## src/rtl/tagtrk_pkg.sv

```systemverilog
package tagtrk_pkg;
    typedef enum logic [1:0] {
        TT_ORDERED = 2'd0,
        TT_ATOMIC  = 2'd1,
        TT_NULL    = 2'd2,
        TT_IDLE    = 2'd3
    } tag_type_e;

    typedef enum logic [2:0] {
        OP_NONE     = 3'd0,
        OP_DESCHED  = 3'd1,
        OP_SWITCH   = 3'd2,
        OP_NEWWORK  = 3'd3,
        OP_NULLLOAD = 3'd4
    } op_e;
endpackage

```

## src/rtl/tagtrk_req_sel.sv

```systemverilog
module tagtrk_req_sel
    import tagtrk_pkg::*;
#(
    parameter int TAG_W = 32
) (
    input  logic             desched,
    input  logic             switch_req,
    input  logic [1:0]       sw_type,
    input  logic [TAG_W-1:0] sw_tag,
    input  logic             newwork,
    input  logic [1:0]       nw_type,
    input  logic [TAG_W-1:0] nw_tag,
    input  logic             nullload,
    output op_e              op,
    output tag_type_e        tgt_type,
    output logic [TAG_W-1:0] tgt_tag
);
    // fixed priority desched > switch > new work > null load
    always_comb begin
        op       = OP_NONE;
        tgt_type = TT_IDLE;
        tgt_tag  = '0;
        if (desched) begin
            op = OP_DESCHED;
        end else if (switch_req) begin
            op       = OP_SWITCH;
            tgt_type = tag_type_e'(sw_type);
            tgt_tag  = sw_tag;
        end else if (newwork) begin
            op       = OP_NEWWORK;
            tgt_type = tag_type_e'(nw_type);
            tgt_tag  = nw_tag;
        end else if (nullload) begin
            op       = OP_NULLLOAD;
            tgt_type = TT_NULL;
        end
    end
endmodule

```

## src/rtl/tagtrk_core.sv

```systemverilog
module tagtrk_core
    import tagtrk_pkg::*;
#(
    parameter int TAG_W = 32
) (
    input  logic             clk,
    input  logic             rst_n,
    input  op_e              op,
    input  tag_type_e        tgt_type,
    input  logic [TAG_W-1:0] tgt_tag,
    input  logic             grant,
    output logic             want_atomic,
    output logic [TAG_W-1:0] want_tag,
    output tag_type_e        cur_type,
    output logic [TAG_W-1:0] cur_tag,
    output logic             ack,
    output logic             err
);
    tag_type_e        state_q, state_d;
    logic [TAG_W-1:0] tag_q, tag_d;
    logic             illegal, take, nxt_ack, nxt_err;

    // transition rules
    always_comb begin
        illegal = 1'b0;
        unique case (op)
            OP_SWITCH:   illegal = (state_q == TT_IDLE) || (tgt_type == TT_IDLE) ||
                                   (state_q == TT_NULL && tgt_type == TT_NULL);
            OP_NEWWORK:  illegal = (state_q != TT_IDLE) || (tgt_type == TT_IDLE);
            OP_NULLLOAD: illegal = (state_q != TT_IDLE);
            OP_NONE, OP_DESCHED: illegal = 1'b0;
            default:     illegal = 1'b0;
        endcase
    end

    assign want_atomic = (op == OP_SWITCH || op == OP_NEWWORK) &&
                         (tgt_type == TT_ATOMIC) && !illegal;
    assign want_tag    = tgt_tag;

    // next-state logic
    always_comb begin
        state_d = state_q;
        tag_d   = tag_q;
        take    = 1'b0;
        nxt_err = 1'b0;
        unique case (op)
            OP_NONE: ;
            OP_DESCHED: begin
                state_d = TT_IDLE;
                tag_d   = '0;
                take    = 1'b1;
            end
            OP_SWITCH, OP_NEWWORK: begin
                if (illegal) begin
                    take    = 1'b1;
                    nxt_err = 1'b1;
                end else if (!want_atomic || grant) begin
                    state_d = tgt_type;
                    tag_d   = tgt_tag;
                    take    = 1'b1;
                end
            end
            OP_NULLLOAD: begin
                take = 1'b1;
                if (illegal) nxt_err = 1'b1;
                else         state_d = TT_NULL;
            end
            default: ;
        endcase
        nxt_ack = take;
    end

    // state register
    always_ff @(posedge clk) begin
        if (!rst_n) begin
            state_q <= TT_IDLE;
            tag_q   <= '0;
        end else begin
            state_q <= state_d;
            tag_q   <= tag_d;
        end
    end

    // output register
    always_ff @(posedge clk) begin
        if (!rst_n) begin
            ack <= 1'b0;
            err <= 1'b0;
        end else begin
            ack <= nxt_ack;
            err <= nxt_err;
        end
    end

    assign cur_type = state_q;
    assign cur_tag  = tag_q;

    assert_err_acked_R13: assert property (@(posedge clk) disable iff (!rst_n)
        err |-> ack);
    assert_err_keeps_state_R13: assert property (@(posedge clk) disable iff (!rst_n)
        err |-> (cur_type == $past(cur_type) && cur_tag == $past(cur_tag)));
    assert_desched_idle_R7: assert property (@(posedge clk) disable iff (!rst_n)
        (op == OP_DESCHED) |=> (cur_type == TT_IDLE && cur_tag == '0));
    assert_stall_no_ack_R10: assert property (@(posedge clk) disable iff (!rst_n)
        (want_atomic && !grant) |=> (!ack && $stable(cur_type)));
endmodule

```

## src/rtl/tagtrk_atomic_arb.sv

```systemverilog
module tagtrk_atomic_arb #(
    parameter int NCORE = 4,
    parameter int TAG_W = 32
) (
    input  logic                   clk,
    input  logic                   rst_n,
    input  logic [NCORE-1:0]       want,
    input  logic [TAG_W-1:0]       want_tag [NCORE],
    input  logic [NCORE-1:0]       held,
    input  logic [TAG_W-1:0]       held_tag [NCORE],
    output logic [NCORE-1:0]       grant
);
    for (genvar i = 0; i < NCORE; i++) begin : g_req
        always_comb begin
            grant[i] = 1'b1;
            for (int j = 0; j < NCORE; j++) begin
                if (j != i && held[j] && held_tag[j] == want_tag[i])
                    grant[i] = 1'b0;   // another core owns this tag
                if (j < i && want[j] && want_tag[j] == want_tag[i])
                    grant[i] = 1'b0;   // lower index wins
            end
        end
    end

    for (genvar i = 0; i < NCORE; i++) begin : g_chk_i
        for (genvar j = i + 1; j < NCORE; j++) begin : g_chk_j
            assert_one_winner_R11: assert property (@(posedge clk) disable iff (!rst_n)
                (want[i] && want[j] && want_tag[i] == want_tag[j]) |-> !(grant[i] && grant[j]));
        end
    end
endmodule

```

## src/rtl/tagtrk_cluster.sv

```systemverilog
module tagtrk_cluster
    import tagtrk_pkg::*;
#(
    parameter int NCORE = 4,
    parameter int TAG_W = 32
) (
    input  logic                   clk,
    input  logic                   rst_n,
    input  logic [NCORE-1:0]       req_desched,
    input  logic [NCORE-1:0]       req_switch,
    input  logic [2*NCORE-1:0]     sw_type,
    input  logic [TAG_W*NCORE-1:0] sw_tag,
    input  logic [NCORE-1:0]       req_newwork,
    input  logic [2*NCORE-1:0]     nw_type,
    input  logic [TAG_W*NCORE-1:0] nw_tag,
    input  logic [NCORE-1:0]       req_nullload,
    output logic [2*NCORE-1:0]     cur_type,
    output logic [TAG_W*NCORE-1:0] cur_tag,
    output logic [NCORE-1:0]       ack,
    output logic [NCORE-1:0]       err
);
    logic [NCORE-1:0] want, held, grant;
    logic [TAG_W-1:0] want_tag [NCORE];
    logic [TAG_W-1:0] held_tag [NCORE];

    for (genvar c = 0; c < NCORE; c++) begin : g_core
        op_e              op;
        tag_type_e        tgt_type, st;
        logic [TAG_W-1:0] tgt_tag, tg;

        tagtrk_req_sel #(.TAG_W(TAG_W)) sel_i (
            .desched    (req_desched[c]),
            .switch_req (req_switch[c]),
            .sw_type    (sw_type[2*c +: 2]),
            .sw_tag     (sw_tag[TAG_W*c +: TAG_W]),
            .newwork    (req_newwork[c]),
            .nw_type    (nw_type[2*c +: 2]),
            .nw_tag     (nw_tag[TAG_W*c +: TAG_W]),
            .nullload   (req_nullload[c]),
            .op         (op),
            .tgt_type   (tgt_type),
            .tgt_tag    (tgt_tag)
        );

        tagtrk_core #(.TAG_W(TAG_W)) core_i (
            .clk         (clk),
            .rst_n       (rst_n),
            .op          (op),
            .tgt_type    (tgt_type),
            .tgt_tag     (tgt_tag),
            .grant       (grant[c]),
            .want_atomic (want[c]),
            .want_tag    (want_tag[c]),
            .cur_type    (st),
            .cur_tag     (tg),
            .ack         (ack[c]),
            .err         (err[c])
        );

        assign cur_type[2*c +: 2]         = st;
        assign cur_tag[TAG_W*c +: TAG_W]  = tg;
        assign held[c]                    = (st == TT_ATOMIC);
        assign held_tag[c]                = tg;
    end

    tagtrk_atomic_arb #(.NCORE(NCORE), .TAG_W(TAG_W)) arb_i (
        .clk      (clk),
        .rst_n    (rst_n),
        .want     (want),
        .want_tag (want_tag),
        .held     (held),
        .held_tag (held_tag),
        .grant    (grant)
    );

    for (genvar i = 0; i < NCORE; i++) begin : g_excl_i
        for (genvar j = i + 1; j < NCORE; j++) begin : g_excl_j
            assert_atomic_unique_R9: assert property (@(posedge clk) disable iff (!rst_n)
                !(held[i] && held[j] && held_tag[i] == held_tag[j]));
        end
    end
endmodule

```

## config.mk

```make
export PLATFORM = sky130hd
export DESIGN_NAME = tagtrk_cluster
export DESIGN_NICKNAME = d
export VERILOG_FILES = /design/src/rtl/tagtrk_pkg.sv /design/src/rtl/tagtrk_req_sel.sv /design/src/rtl/tagtrk_core.sv /design/src/rtl/tagtrk_atomic_arb.sv /design/src/rtl/tagtrk_cluster.sv
export SDC_FILE = /design/constraint.sdc
export NUM_CORES = 1
export LEC_CHECK = 0
export BUFFER_PORTS_ARGS = -buffer_cell sky130_fd_sc_hd__buf_2
export CORE_MARGIN = 5
export CORE_UTILIZATION = 45
export DETAILED_ROUTE_END_ITERATION = 8
export PLACE_DENSITY = 0.71
export SYNTH_ARGS = -nofsm -noshare
export SYNTH_HDL_FRONTEND = slang
export SYNTH_SLANG_ARGS = --single-unit
```

## constraint.sdc

```tcl
create_clock -name clk -period 3.6 [get_ports clk]
set_input_delay 0.36 -clock clk [delete_from_list [all_inputs] [get_ports clk]]
set_output_delay 0.36 -clock clk [all_outputs]
set_load 0.005 [all_outputs]
```

==> flow_summary.yaml, run 1 <==
sta:
  hold_viol: 0
  period_minus_slack_ps: 3574
  slew_violations: 0
  setup_viol: 0
  fmax_ghz: 0.2798
  setup_tns_ps: 0
  slew_headroom: 0.08964
  rsz0062_at_grt: "no"
  worstMarginPinSlew_ps: 1366
  fin_crit_sh: 0.9928
  skew_ps: 15.28
placement:
  place_inst: 2896
  placed_area_um2: 20300
  portBuffers: 433
  place.gp.congestion: 1.170
  place_hpwl_mm: 79.16
synthesis:
  synth_fp_nets: 2188
  synth_compound_area_frac: 0.1582
  synth-xor-area-share: 0.3001
  synth_cells: 1898
  synth-adder-area-share: 0
  synthFlopType: "dfxtp_1"
  syn_avg_cell_area_um2: 8.057
  yosys.area_share.simple: 0.2359
  synth_edf_count: 0
  synth_seq_cells: 144
  yosysWarnings: 0
  yosysSeqAreaShare: 0.1885
  synth_area_um2: 15290
  ys_async_sr_fraction: 0
  synthMuxAreaShare: 0.03878
  synth_top_family_by_area: "XOR/XNOR gates"
  synth_cell_types: 73
floorplan:
  core_um2: 33530
  initial_core_util: 0.4560
  die_w_um: 194.3
  pin_count: 434
  die_h_um: 194.3
  std_cell_rows: 67
  dieArea_um2: 37770
clocking:
  clockBufferDepth: 2
  cts_hold_buf: 0
  clk_pin_slew_worst_paths_ps: 60
  cts_setup_buffers: 0
  htree_levels: 4
  root_buffer: "clkbuf_16"
  cts_tree: "done"
  cts_buffers: 17
  clk_latency_ps: 480
  cts.sinks: 144
setup_path:
  arrival_ps: 3950
  worstPathRequired_ps: 3970
  worst_setup_path_end_kind: "register"
  crit_path_max_fanout: 28
  crit_top_cell: "buf_4"
  cp_cell_sequence: "buf_4 > a21o_1 > nand4b_1 > or4_1 > nor4_1 > a22oi_1 > a31oi_1 > buf_4 > nor2_2 > o31ai_1"
  cpMaxStageDelayCell: "dfxtp_1"
  crit_type: "reg2reg"
  max_stage_delay_ps: 710
  cp-start-kind: "register"
pwr:
  ir_drop_mv: 0.3705
  power_density_nw_per_um2: 302.1
  total_power_mw: 6.334
  leakagePower_nw: 9.306
status:
  status: "completed"
routing:
  dr_total_vias: 19730
  drt_iter0_drc: 3293
  wl_per_cell_um: 35.19
  dr.pass1.iters: 7
  drt.antenna.violating_nets: 0
  drt-total-wl_mm: 103.1
  drc: 0
  viasPerCell: 6.734
layout:
  n_fill_cell: 2895
  fin_area_um2: 20970
  multi_input_area_um2: 11270
  finalNonFillerCells: 2930
  syn_to_final_growth_pct: 37.11
  drive_above_1_share: 0.3335
  fin_nets: 2758
  ff_latch_area_um2: 2883
grt:
  grt_use_total: 0.5170
  grt_pass1_wl_mm: 140.1
  grt_overflow: 0
  antenna_found_initial: 1
  first_global_vias: 18533
  grt_start_max_net_pins: 59
flow_run:
  cap_violations: 0
hold_path:
  hold_path.class: "in2reg"
## cell type report
| class | instances | area share |
|---|---|---|
| Inverter | 45 | 0.008056 |
| Timing Repair Buffer | 751 | 0.2590 |
| Clock inverter | 12 | 0.009846 |
| Sequential cell | 144 | 0.1375 |
| Clock buffer | 19 | 0.02112 |
| Tap cell | 448 | 0.02673 |
| Multi-Input combinational cell | 1509 | 0.5375 |
| Antenna cell | 2 | 0.0002387 |
## flip-flops by register name, indices dropped and copies added (netlist names)
name                    count
g_core.core_i.err           4
g_core.core_i.cur_tag     128
g_core.core_i.cur_type      8
g_core.core_i.ack           4
## stage by stage
| stage | utilization | setup WS (ps) | hold WS, ps |
|---|---|---|---|
| floorplan | - | 407.7 | 483.2 |
| global placement | 0.6054 | -333.1 | 509.2 |
| detailed placement | 0.6054 | -325.0 | 503.1 |
| CTS | 0.6248 | 147.1 | 261.8 |
| global route | 0.6251 | 3.467 | 264.6 |
| finish | 0.6253 | 26.01 | 262.1 |
## Yosys cell counts, drive strengths merged (4+ instances only)
| cell | count | area share |
|---|---|---|
| and3 | 23 | 0.0094 |
| mux2i | 57 | 0.037 |
| nor4b | 6 | 0.0034 |
| or4 | 4 | 0.0020 |
| a32o | 76 | 0.050 |
| nor4bb | 6 | 0.0039 |
| o21a | 6 | 0.0029 |
| nor2b | 16 | 0.0070 |
| o21ai | 75 | 0.025 |
| dfxtp | 144 | 0.19 |
| nor2 | 79 | 0.020 |
| nand2 | 67 | 0.016 |
| clkbuf | 62 | 0.016 |
| nand4 | 74 | 0.030 |
| and2 | 21 | 0.0086 |
| inv | 45 | 0.011 |
| o31ai | 7 | 0.0038 |
| a32oi | 16 | 0.024 |
| and3b | 7 | 0.0040 |
| nand3 | 98 | 0.032 |
| a21oi | 90 | 0.029 |
| buf | 139 | 0.052 |
| xor2 | 218 | 0.12 |
| xnor2 | 306 | 0.18 |
| nand2b | 15 | 0.0061 |
| nand4bb | 30 | 0.022 |
| a31oi | 7 | 0.0033 |
| nor3 | 34 | 0.011 |
| nor4 | 83 | 0.034 |
| or2 | 6 | 0.0025 |
| nand3b | 32 | 0.016 |
## power breakdown
group	total (mW)	internal, mW	switching (mW)
registers	1.74	1.63	0.108
logic	2.52	1.07	1.45
clock network	2.07	1.25	0.820
## worst paths after layout
kind	from	end	slack, ps	cells after the start
worst max-delay path	g_core[2].core_i.cur_tag[28]	g_core[1].core_i.cur_tag[12]	30	10
worst min register to register	g_core[3].core_i.cur_tag[25]	g_core[3].core_i.cur_tag[25]	540	2
worst max register to register	g_core[2].core_i.cur_tag[28]	g_core[1].core_i.cur_tag[12]	30	10
worst min-delay path	req_desched[3]	g_core[3].core_i.ack	260	3
## timing repair
| item | in CTS | in global routing |
|---|---|---|
| gates resized for setup | 0 | 1 |
| setup endpoints to repair | 0 | 18 |
| endpoints found under the hold margin | 0 | 0 |
## worst max-delay path, delay by kind of cell, from the launching register on
kind | cells | cell delay, ps
AO/OA/AOI/OAI | 4 | 970
buffers and inverters | 2 | 520
AND/OR/NAND/NOR | 4 | 1260
flip-flops | 1 | 710
## per-layer routing
metal  vias to the layer above  wire (um)  track usage
li1                       7899          -            -
met1                      9255      36270       0.6203
met2                      1976      39950       0.7233
met3                       594      16570       0.2415
met4                         6      10160       0.3638
met5                         -        143      0.02682
## cells in the final DEF, fill, tap and decap left out, types with 33 or more instances in the layout
cell / netlist / layout
nor4_1: 83 / 83
mux2i_1: 57 / 57
a32o_1: 76 / 76
o21ai_0: 43 / 42
dfxtp_1: 144 / 144
nand3_1: 98 / 98
nand4_1: 74 / 74
nor3_1: 33 / 33
buf_12: 0 / 70
buf_4: 17 / 248
xnor2_1: 306 / 306
nor2_1: 78 / 76
o21ai_1: 32 / 33
xor2_1: 218 / 218
buf_2: 107 / 433
nand2_1: 67 / 67
a21oi_1: 90 / 90
inv_1: 42 / 42
## kinds of logic after synthesis
group | Yosys count
DFF | 144
xor gates and xnor gates | 524
muxes | 59
buffers and inverters | 246
AOI/OAI and AO/OA | 311
and+or+nand+nor | 614
Note: power is estimated with default switching activity, not from simulation.
==> inputs of run 2 (changes only) <==
--- a/config.mk
+++ b/config.mk
@@ -6,10 +6,12 @@
 export NUM_CORES = 1
 export LEC_CHECK = 0
 export BUFFER_PORTS_ARGS = -buffer_cell sky130_fd_sc_hd__buf_2
+export CELL_PAD_IN_SITES_DETAIL_PLACEMENT = 1
+export CELL_PAD_IN_SITES_GLOBAL_PLACEMENT = 2
 export CORE_MARGIN = 5
-export CORE_UTILIZATION = 45
+export CORE_UTILIZATION = 31
 export DETAILED_ROUTE_END_ITERATION = 8
-export PLACE_DENSITY = 0.71
+export PLACE_DENSITY_LB_ADDON = 0.1
 export SYNTH_ARGS = -nofsm -noshare
 export SYNTH_HDL_FRONTEND = slang
 export SYNTH_SLANG_ARGS = --single-unit
==> run 2 against run 1 <==
Against the previous run:
- the run now ends with setup timing left
- largest cell class unchanged
- cell area up 1.8%
- core utilization down 19 points
- combinational power up 2%
- critical endpoint is now g_core[1].core_i.cur_tag[2]
- die area up 43%
- final cell count up 8.2%
- sequential power about the same
==> flow_summary.yaml, run 2 (same netlist as run 1, synthesis figures left out) <==
clocking:
  root_buffer: "clkbuf_16"
  cts_setup_buffers: 0
  cts.sinks: 144
  clockBufferDepth: 2
  clk_pin_slew_worst_paths_ps: 70
  cts_resized: 0
  cts_tree: "done"
  cts_hold_buf: 0
  clk_latency_ps: 510
  cts_buffers: 17
  htree_levels: 4
setup_path:
  arrival_ps: 4020
  cpMaxStageDelayCell: "and2_1"
  cp_cell_sequence: "buf_2 > buf_4 > nand4bb_1 > and2_1 > xnor2_1 > nor4_1 > nand4_1 > or3_1 > a31oi_1 > buf_4 > nor2_4 > buf_12 > o21ai_0"
  max_stage_delay_ps: 760
  worstPathRequired_ps: 3990
  reg2regPathDepth: 9
  cp-start-kind: "input pin"
  crit_top_cell: "buf_4"
  crit_path_max_fanout: 19
  worst_setup_path_end_kind: "register"
  crit_type: "in2reg"
sta:
  slew_headroom: 0.1043
  setup_tns_ps: -25.26
  slew_violations: 0
  setup_viol: 1
  layout_setup_ws_ps: -25.26
  hold_viol: 0
  rsz0062_at_grt: "no"
  worstMarginPinSlew_ps: 1340
  period_minus_slack_ps: 3625
  fin_crit_sh: 1.007
  skew_ps: 12.82
  fmax_ghz: 0.2758
layout:
  layout_commonest_cell: "buf_2"
  final_cell_mix: "433 x buf_2, 306 x xnor2_1, 273 x buf_4, 218 x xor2_1, 144 x dfxtp_1"
  n_fill_cell: 5934
  drive_above_1_share: 0.3401
  largest_reg_flops: 128
  fin_nets: 2782
  utilization: 0.4372
  syn_to_final_growth_pct: 39.65
grt:
  grt_pass1_wl_mm: 153.1
  grt_overflow: 0
  first_global_vias: 19037
  grt_start_max_net_pins: 61
  grt_use_total: 0.4075
  antenna_found_initial: 3
pwr:
  total_power_mw: 6.266
  leakagePower_nw: 9.403
  power_density_nw_per_um2: 293.4
  ir_drop_mv: 0.2196
status:
  status: "finished, violations left"
  violations: "setup timing"
routing:
  drc: 0
  wl_per_cell_um: 36.11
  drt.antenna.violating_nets: 0
  dr_total_vias: 19236
  drt-total-wl_mm: 114.5
  drt_iter0_drc: 2341
  dr.pass1.iters: 5
  viasPerCell: 6.066
placement:
  portBuffers: 433
  place.gp.congestion: 1.071
  place_ws_ps: -371.2
  place_hpwl_mm: 90.35
floorplan:
  core_um2: 48850
  initial_core_util: 0.3130
  dieArea_um2: 53870
  pin_count: 434
  die_h_um: 232.1
  die_w_um: 232.1
  std_cell_rows: 81
flow_run:
  cap_violations: 0
hold_path:
  min_path_cells: 2
  hold_path.class: "in2reg"
run 2: worst paths after layout:
path                                                    from                      endpoint  slack, ps
worst max-delay path                          req_newwork[1]   g_core[1].core_i.cur_tag[2]        -30
worst min-delay path                          req_desched[3]          g_core[3].core_i.ack        170
worst max register to register  g_core[3].core_i.cur_tag[31]  g_core[2].core_i.cur_tag[15]        100
worst min register to register   g_core[3].core_i.cur_tag[5]   g_core[3].core_i.cur_tag[5]        510
run 2: where the power goes:
part | switching [mW] | total (mW) | internal [mW]
registers | 0.114 | 1.75 | 1.63
logic | 1.48 | 2.58 | 1.10
clock network | 0.905 | 1.94 | 1.03
total | 2.50 | 6.27 | 3.76
run 2: critical path, delay by kind of cell:
family,cells,cell delay [ps]
AOI/OAI and AO/OA,2,460
xor gates and xnor gates,1,160
buffers and inverters,4,820
and+or+nand+nor,6,2170
run 2: layer usage:
metal / track usage / wire [um] / share of wire / vias up
li1: - / - / - / 7940
met1: 0.5337 / 46310 / 0.40 / 9629
met2: 0.6109 / 47900 / 0.42 / 1328
met3: 0.1065 / 12420 / 0.11 / 337
met4: 0.2216 / 7854 / 0.069 / 2
met5: 0 / 13 / 0.00011 / -
run 2: metrics by stage:
step,area (um2),hold slack [ps],instances
2_1_floorplan,15290,483.2,1898
3_3_place_gp,20760,486.0,3137
3_5_place_dp,20760,500.1,3137
4_1_cts,21350,145.8,3169
5_1_grt,21350,161.1,3169
6_report,21360,173.6,3171
run 2: area by class of cell:
cell class	count	area, um2	area share
multi-input combinational	1508	11260	0.5275
timing repair buffer	776	5618	0.2631
clock inverter	13	152.6	0.007148
antenna	2	5.005	0.0002344
clock buffer	19	432.9	0.02027
sequential	144	2883	0.1350
inverter	45	168.9	0.007910
tap	664	830.8	0.03890
==> inputs of run 3 (changes only) <==
--- a/config.mk
+++ b/config.mk
@@ -8,7 +8,6 @@
 export BUFFER_PORTS_ARGS = -buffer_cell sky130_fd_sc_hd__buf_2
 export CELL_PAD_IN_SITES_DETAIL_PLACEMENT = 1
 export CELL_PAD_IN_SITES_GLOBAL_PLACEMENT = 2
-export CORE_MARGIN = 5
 export CORE_UTILIZATION = 31
 export DETAILED_ROUTE_END_ITERATION = 8
 export PLACE_DENSITY_LB_ADDON = 0.1
==> run 3 against run 2 <==
Against the previous run:
- the flow now finishes without violations
- final cell count increased by 0.47%
- global-route usage is 3.1 points higher
- critical path type unchanged
- cell area rose by 2.5%
- clock power is 4% higher
==> flow_summary.yaml, run 3 (same netlist as run 1, synthesis figures left out) <==
sta:
  rsz0062_at_grt: "no"
  slew_headroom: 0.1463
  worstMarginPinSlew_ps: 1281
  hold_viol: 0
  fmax_ghz: 0.2861
  slew_violations: 0
  skew_ps: 10.06
  setup_tns_ps: 0
  fin_crit_sh: 0.9708
  setup_viol: 0
  period_minus_slack_ps: 3495
clocking:
  clockBufferDepth: 2
  cts_buffers: 17
  cts_setup_buffers: 0
  root_buffer: "clkbuf_16"
  cts_hold_buf: 0
  clk_pin_slew_worst_paths_ps: 70
  cts.sinks: 144
  htree_levels: 4
  clk_latency_ps: 510
  cts_tree: "done"
setup_path:
  crit_type: "in2reg"
  reg2reg_slack_ps: 190
  cp_cell_sequence: "buf_2 > nor2b_4 > buf_4 > a32o_1 > xor2_1 > nor4_1 > nand3_1 > or4_1 > a31oi_4 > nor3_4 > or4_1 > o31a_1"
  crit_path_max_fanout: 23
  max_stage_delay_ps: 660
  crit_top_cell: "or4_1"
  worst_setup_path_end_kind: "register"
  r2r-start: "g_core[3].core_i.cur_tag[31]"
  endpoint: "g_core[0].core_i.cur_type[1]"
  arrival_ps: 3890
  reg2reg_to: "g_core[0].core_i.cur_type[1]"
  reg2regPathDepth: 8
  worstPathRequired_ps: 4000
  cp-start-kind: "input pin"
  startpoint: "req_desched[0]"
  cpMaxStageDelayCell: "or4_1"
grt:
  grt_overflow: 0
  grt_use_total: 0.4389
  antenna_found_initial: 4
  grt_pass1_wl_mm: 151.2
  grt_start_max_net_pins: 61
  first_global_vias: 18893
layout:
  fin_nets: 2799
  syn_to_final_growth_pct: 43.20
  layout_commonest_cell: "buf_2"
  fin_area_um2: 21900
  utilization: 0.4483
  drive_above_1_share: 0.3447
  largest_reg_flops: 128
  final_cell_mix: "433 x buf_2, 306 x xnor2_1, 260 x buf_4, 218 x xor2_1, 144 x dfxtp_1"
  n_fill_cell: 5968
floorplan:
  core_um2: 48850
  die_h_um: 224.1
  initial_core_util: 0.3130
  std_cell_rows: 81
  pin_count: 434
  dieArea_um2: 50220
  die_w_um: 224.1
placement:
  portBuffers: 433
  placed_area_um2: 21270
  place.gp.congestion: 1.055
  place_hpwl_mm: 89.16
routing:
  dr.pass1.iters: 5
  dr_total_vias: 18959
  drc: 0
  drt-total-wl_mm: 111.5
  drt.antenna.violating_nets: 0
  viasPerCell: 5.951
  wl_per_cell_um: 35.00
  drt_iter0_drc: 2196
hold_path:
  hold_path.class: "in2reg"
pwr:
  leakagePower_nw: 9.673
  power_density_nw_per_um2: 293.3
  total_power_mw: 6.422
  ir_drop_mv: 0.3537
flow_run:
  cap_violations: 0
status:
  status: "completed"
## run 3: critical path: cells and delay by family
kind / cells / cell delay (ps)
buf+inv: 2 / 420
xor+xnor: 1 / 120
compound gates: 3 / 850
simple gates: 6 / 2120
## run 3: worst min-delay path by stage
stage	cells after the start	to	from	slack (ps)
2_1_floorplan	2	g_core[3].core_i.cur_tag[11]	g_core[3].core_i.cur_tag[11]	480
3_3_place_gp	2	g_core[3].core_i.cur_tag[25]	g_core[3].core_i.cur_tag[25]	490
3_5_place_dp	2	g_core[3].core_i.cur_tag[25]	g_core[3].core_i.cur_tag[25]	500
4_1_cts	2	g_core[3].core_i.ack	req_desched[3]	170
5_1_grt	2	g_core[3].core_i.ack	req_desched[3]	190
6_report	2	g_core[3].core_i.ack	req_desched[3]	180
## run 3: metal layers
| layer | wire length, um | track usage |
|---|---|---|
| met5 | 40 | 0 |
| met4 | 7467 | 0.2698 |
| met3 | 11860 | 0.1201 |
| met2 | 47010 | 0.6532 |
| met1 | 45140 | 0.5596 |
## run 3: cell type report
class                      count  area, um2  share of cell area
multi-input combinational   1508      11280              0.5150
timing repair buffer         793       6121              0.2795
sequential                   144       2883              0.1316
tap                          664      830.8             0.03794
clock buffer                  18      429.2             0.01960
clock inverter                13      185.2            0.008456
inverter                      45      168.9            0.007713
antenna                        1      2.502           0.0001143
## run 3: report_power, final
part / switching [mW] / total [mW] / internal (mW) / leakage [nW]
Clock: 0.862 / 2.02 / 1.15 / 0.297
Combinational: 1.49 / 2.65 / 1.16 / 8.21
Sequential: 0.117 / 1.75 / 1.63 / 1.17
Total: 2.47 / 6.42 / 3.95 / 9.67
## run 3: through the flow
step                hold WS (ps)  std cells  setup slack (ps)
finish                     181.8       3186             105.2
global route               188.7       3185             45.79
CTS                        166.3       3185             167.9
detailed placement         496.5       3154            -668.1
global placement           487.0       3154            -608.6
floorplan                  483.2       1898             407.7
## run 3: repair_timing
item / in CTS / in global routing
hold endpoints to repair: 0 / 0
gates resized for setup: 1 / 1
setup endpoints to repair: 22 / 7
